$ cat config.mk
export PLATFORM = sky130hd
export DESIGN_NAME = irq_trigger_ctl
export DESIGN_NICKNAME = d
export VERILOG_FILES = /design/src/rtl/irq_trigger_ctl.sv
export SDC_FILE = /design/constraint.sdc
export NUM_CORES = 1
export LEC_CHECK = 0
export BUFFER_PORTS_ARGS = -buffer_cell sky130_fd_sc_hd__buf_4
export CORE_UTILIZATION = 25
export DETAILED_ROUTE_END_ITERATION = 12
export PLACE_DENSITY_LB_ADDON = 0.1
export SKIP_CTS_REPAIR_TIMING = 1
export SYNTH_ARGS = -nofsm -noshare
export SYNTH_HDL_FRONTEND = slang
export SYNTH_SLANG_ARGS = --single-unit
$ cat constraint.sdc
create_clock -name clk -period 2.3 [get_ports clk]
set_input_delay 0.115 -clock clk [delete_from_list [all_inputs] [get_ports clk]]
set_output_delay 0.115 -clock clk [all_outputs]
set_load 0.02 [all_outputs]
$ cat src/rtl/irq_trigger_ctl.sv
module irq_trigger_ctl #(
  parameter int          ADDR_W    = 16,
  parameter logic [15:0] BASE      = 16'h04D0,
  parameter logic [15:0] LOCK_MASK = 16'h2107
) (
  input  logic              clk,
  input  logic              rst_n,
  input  logic              wr_en,
  input  logic [ADDR_W-1:0] addr,
  input  logic [7:0]        wdata,
  output logic [7:0]        rdata,
  input  logic [15:0]       irq_in,
  output logic [15:0]       irq_rec
);
  localparam logic [ADDR_W-1:0] LO_ADDR = ADDR_W'(BASE);
  localparam logic [ADDR_W-1:0] HI_ADDR = ADDR_W'(BASE + 16'd1);
  localparam logic [15:0]       WMASK   = ~LOCK_MASK;

  logic [15:0] mode;
  logic [15:0] samp;
  logic [15:0] prev;

  wire hit_lo = (addr == LO_ADDR);
  wire hit_hi = (addr == HI_ADDR);

  always_ff @(posedge clk) begin
    if (!rst_n) begin
      mode <= '0;
      samp <= '0;
      prev <= '0;
    end else begin
      if (wr_en && hit_lo) mode[7:0]  <= wdata & WMASK[7:0];
      if (wr_en && hit_hi) mode[15:8] <= wdata & WMASK[15:8];
      samp <= irq_in;
      prev <= samp;
    end
  end

  assign rdata   = hit_lo ? mode[7:0] : hit_hi ? mode[15:8] : 8'h00;
  assign irq_rec = samp & (mode | ~prev);


  edge_single_pulse_chk: assert property (@(posedge clk) disable iff (!rst_n)
    1'b1 |=> ((irq_rec & $past(irq_rec) & ~mode & ~$past(mode)) == 16'h0));


  rec_needs_high_chk: assert property (@(posedge clk) disable iff (!rst_n)
    1'b1 |=> ((irq_rec & ~$past(irq_in)) == 16'h0));


  locked_edge_only_chk: assert property (@(posedge clk) disable iff (!rst_n)
    ((irq_rec & prev & LOCK_MASK) == 16'h0));


  stray_write_chk: assert property (@(posedge clk) disable iff (!rst_n)
    (wr_en && !hit_lo && !hit_hi) |=> $stable(mode));


  reserved_read_chk: assert property (@(posedge clk) disable iff (!rst_n)
    hit_lo |-> (rdata[2:0] == 3'b000));
endmodule

# Word level (Yosys, flattened, before mapping)
# Index checks and enable logic that the tools add are counted.
# word_totals
elab_cells	13
latchBits	0
reg_bits	43
out_inout_bits	24
memories	0
input_bits	43
mem_bits_ro	0
ramBits	0
# op_classes
n_bitwise	3
magnitude_cmp	0
multipliers	0
shifts	0
div_mod_pow	0
n_reduce_logical	2
n_mux	2
add_sub_neg	0
n_eq_ne	2
# op_table
operator	count
$eq 16x11->1 const B	2
$and 16x16->16	1
$mux 8	2
$not 16->16	1
$or 16x16->16	1
$logic_and 1x1->1	2

# Longest topological paths before layout
# depth
depth_word	3
depth_mapped	5

# Worst setup path before layout
# No wires, ideal clock.
# synth_path
kind	input port to output port
from	in addr[1]
to	out rdata[3]
arrival_time_ns	1.139
slack_ns	1.046
stages	3
path_cell_list	nor4_2 nand4_1 o22ai_1
# synth_via
elab_chain_cells	3
# synth_lines
element	line_no	text
start: declaration	9	input logic [ADDR_W-1:0] addr,
$eq 16x11->1	24	wire hit_hi = (addr == HI_ADDR);
$mux 8	39	assign rdata = hit_lo ? mode[7:0] : hit_hi ? mode[15:8] : 8'h00;
$mux 8 *	39	
end: declaration	11	output logic [7:0] rdata,
# Every way passes the cells marked *; elsewhere a longest branch is shown, timed or not.

# Worst setup path after layout
# layout_path
from	in addr[5]
to	out rdata[4]
# Same word-level chain as after synthesis.

==> impl_metrics.csv <==
group,metric,value,unit
run_status,outcome,"finished, final reports clean",
clocking,cts_num_sinks,43,
routing,routedWlPerCell,11.7,um
critical_path,cp_data_required_time,2.18,ns
yosys,synth_top_area_share,54.1,%
cells_and_area,layout_commonest_cell,"sky130_fd_sc_hd__buf_4",
routing,vias,1278,
clocking,clk_transition_reported_paths,0.07,ns
timing,finalMaxSlewViolations,0,
grt,number_of_antenna_violations_at_the_first_check_in_global_routing,0,
power_and_ir_drop,p_sw_share,22.1,%
critical_path,cpMostUsedCell,"sky130_fd_sc_hd__buf_4",
clocking,clock_tree.buffer_depth,2,
grt,grt_start_max_net_pins,34,
timing,max_freq,603,MHz
placed_design,detailedPlacementHpwl,2490,um
yosys,synth_area_leaders,"sky130_fd_sc_hd__dfxtp_1 (54%), sky130_fd_sc_hd__and2_1 (13%), sky130_fd_sc_hd__a21boi_0 (5.2%)",
critical_path,reg2reg_slack,1.67,ns
floorplanning,num_io_pins,67,
timing,min_period_over_period,72.1,%
timing,clock-skew-final,0.000905,ns
cells_and_area,flip_flop_and_latch_area,861,um^2
cells_and_area,final_util,36.3,%
yosys,postSynthRegisterBits,43,
floorplanning,standard_cell_row_count,28,
yosys,synth-warning-count,0,
routing,drt_iter0_markers,30,
critical_path,timing.critical_path.max_delay_family,"simple AND/OR/NAND/NOR gates",
yosys,synth.net_count,207,
cells_and_area,nets,268,
power_and_ir_drop,power.share.sequential,57.2,%
yosys,synth_top_area_cell,"sky130_fd_sc_hd__dfxtp_1",
run,drv_cap,0,
routing,finalWirelength,3490,um
power_and_ir_drop,power.internal,1.06,mW
critical_path,worst_setup_path_end_kind,"output pin",
power_and_ir_drop,power.net_switching,301,uW
critical_path,criticalPathCategory,"in2out",
critical_path,critical_path_buf_inv_count,2,
clocking,clock_tree.root_cell,"sky130_fd_sc_hd__clkbuf_8",
grt,wire_length_of_the_first_global_routing_pass,5980,um
power_and_ir_drop,vdd_drop_max,0.332,mV
placed_design,place.port_buffers,64,
power_and_ir_drop,combPwrFrac,11.2,%
timing,timing_worst_slew_pin_value,0.541,ns
floorplanning,coreArea,0.00603,mm^2
critical_path,cp_cell_sequence,"buf_4 > nor4b_4 > nand4_1 > o22ai_1 > buf_4",
power_and_ir_drop,cellPowerDensity,621,mW/mm^2
grt,grt_overflow_total,0,
yosys,seq_area_frac_synth,54.1,%
routing,routed_via_density,4.27,
cells_and_area,mostFrequentLayoutCells,"sky130_fd_sc_hd__buf_4 (64), sky130_fd_sc_hd__dfxtp_1 (43), sky130_fd_sc_hd__and2_1 (32)",
cells_and_area,diodes,0,
timing,setup_repair_after_global_routing_missed_its_margin,"no",
timing,hold_viol,0,
floorplanning,start_util,26.4,%
yosys,post_synth_num_cell_types,23,
cells_and_area,multi_input_area,633,um^2
critical_path,cp-start-kind,"primary input",
timing,setup_total_negative_slack,0,ns
placed_design,globalplace.congestion,0.659,
power_and_ir_drop,total_power_of_the_final_layout,1.36,mW
yosys,avgSynthCellArea,9.70,um^2
critical_path,signal_arrival_time_at_the_worst_endpoint,1.54,ns
routing,drc,0,
floorplanning,dieHeight,81.8,um
floorplanning,die_area,0.00669,mm^2
clocking,htree_levels,2,
grt,all_layer_gr_usage,11.9,%
yosys,cell_count_after_synthesis,164,
critical_path,critPathMaxFanout,12,
timing,period_minus_slack,1.66,ns
floorplanning,floorplan.die.width,81.8,um
cells_and_area,final.fill_count,640,
clocking,worst_skew_pair.late_latency,0.28,ns
cells_and_area,area_growth,37.6,%
routing,ant_nets,0,
critical_path,critPathSlowestCell,"sky130_fd_sc_hd__nand4_1",
critical_path,cpPeakStageDelay,0.50,ns
power_and_ir_drop,power.clock.fraction,31.6,%
power_and_ir_drop,static-leakage-power,0.898,nW
cells_and_area,proportion_of_layout_cells_with_a_drive_suffix_above_1,31.7,%
yosys,mappedNetlistArea,0.00159,mm^2
grt,number_of_global_route_vias_before_repair,1312,
timing,slew_headroom,63.8,%
clocking,cts_tree,"done",
routing,drt-pass1-iter-count,4,
timing,finalSetupViolations,0,
clocking,cts_buffers,5,
worst_hold_path,holdCritPathClass,"in2reg",
cells in the mapped netlist:
cell                       count
sky130_fd_sc_hd__nand4b_1      5
sky130_fd_sc_hd__buf_2         3
sky130_fd_sc_hd__nor2b_1       5
sky130_fd_sc_hd__conb_1        1
sky130_fd_sc_hd__clkbuf_1      5
sky130_fd_sc_hd__a21oi_1      11
sky130_fd_sc_hd__nor4b_1       1
sky130_fd_sc_hd__a21boi_0     11
sky130_fd_sc_hd__and2_1       32
sky130_fd_sc_hd__nor4b_4       1
sky130_fd_sc_hd__nor4_2        1
sky130_fd_sc_hd__nor2_1        3
sky130_fd_sc_hd__and4b_1       1
sky130_fd_sc_hd__buf_4         2
sky130_fd_sc_hd__dfxtp_1      43
sky130_fd_sc_hd__nor4_1        1
sky130_fd_sc_hd__o21ai_0       8
sky130_fd_sc_hd__o21ai_1       3
sky130_fd_sc_hd__and4_1        1
sky130_fd_sc_hd__o22ai_1       4
sky130_fd_sc_hd__nor3_1        1
sky130_fd_sc_hd__inv_1        13
sky130_fd_sc_hd__nand4_1       8
per-stage QoR:
| step | instance area (um^2) | setup WS (ns) | instances | hold slack [ns] |
|---|---|---|---|---|
| 2_1_floorplan | 1590 | 1.05 | 164 | 0.242 |
| 3_3_place_gp | 2120 | 0.594 | 293 | 0.323 |
| 3_5_place_dp | 2120 | 0.608 | 293 | 0.325 |
| 4_1_cts | 2190 | 0.608 | 299 | 0.0235 |
| 5_1_grt | 2190 | 0.382 | 299 | 0.0196 |
| 6_report | 2190 | 0.641 | 299 | 0.0347 |
layout make-up:
class,instances,area share (%)
sequential,43,39.3
clock buffer,6,3.31
inverter,13,2.23
timing repair buffer,64,21.9
multi-input combinational,98,28.9
tap,75,4.29
state kept, by name, summed over array words and instances, names as in the netlist:
| register | flops |
|---|---|
| prev | 16 |
| mode | 11 |
| samp | 16 |
power by group through the flow:
stage | Combinational [mW] | Clock, mW | Sequential (mW)
finish | 0.153 | 0.430 | 0.777
global route | 0.168 | 0.496 | 0.781
CTS | 0.156 | 0.456 | 0.777
detailed placement | 0.155 | 0 | 0.795
global placement | 0.154 | 0 | 0.794
floorplan | 0.0682 | 0 | 0.793
per-layer routing:
layer	track usage [%]	share of wire, %	up-vias
met1	14.8	48	562
met4	4.21	1.1	0
li1	-	-	669
met5	0	0	-
met2	19.1	44	41
met3	4.00	7.3	6
final timing paths:
check | to | cells after the start | start
worst max-delay path | rdata[4] | 5 | addr[5]
worst min-delay path | samp[8] | 2 | irq_in[8]
worst max register to register | mode[11] | 2 | mode[11]
worst min register to register | prev[1] | 1 | samp[1]
cell families after synthesis:
| logic type | Yosys count | synth area share (%) |
|---|---|---|
| AO/OA/AOI/OAI | 37 | 13.7 |
| buffers and inverters | 23 | 6.13 |
| flip-flops | 43 | 54.1 |
| other | 1 | 0.236 |
| AND/OR/NAND/NOR | 60 | 25.9 |
Note: power is estimated with default switching activity, not from simulation.
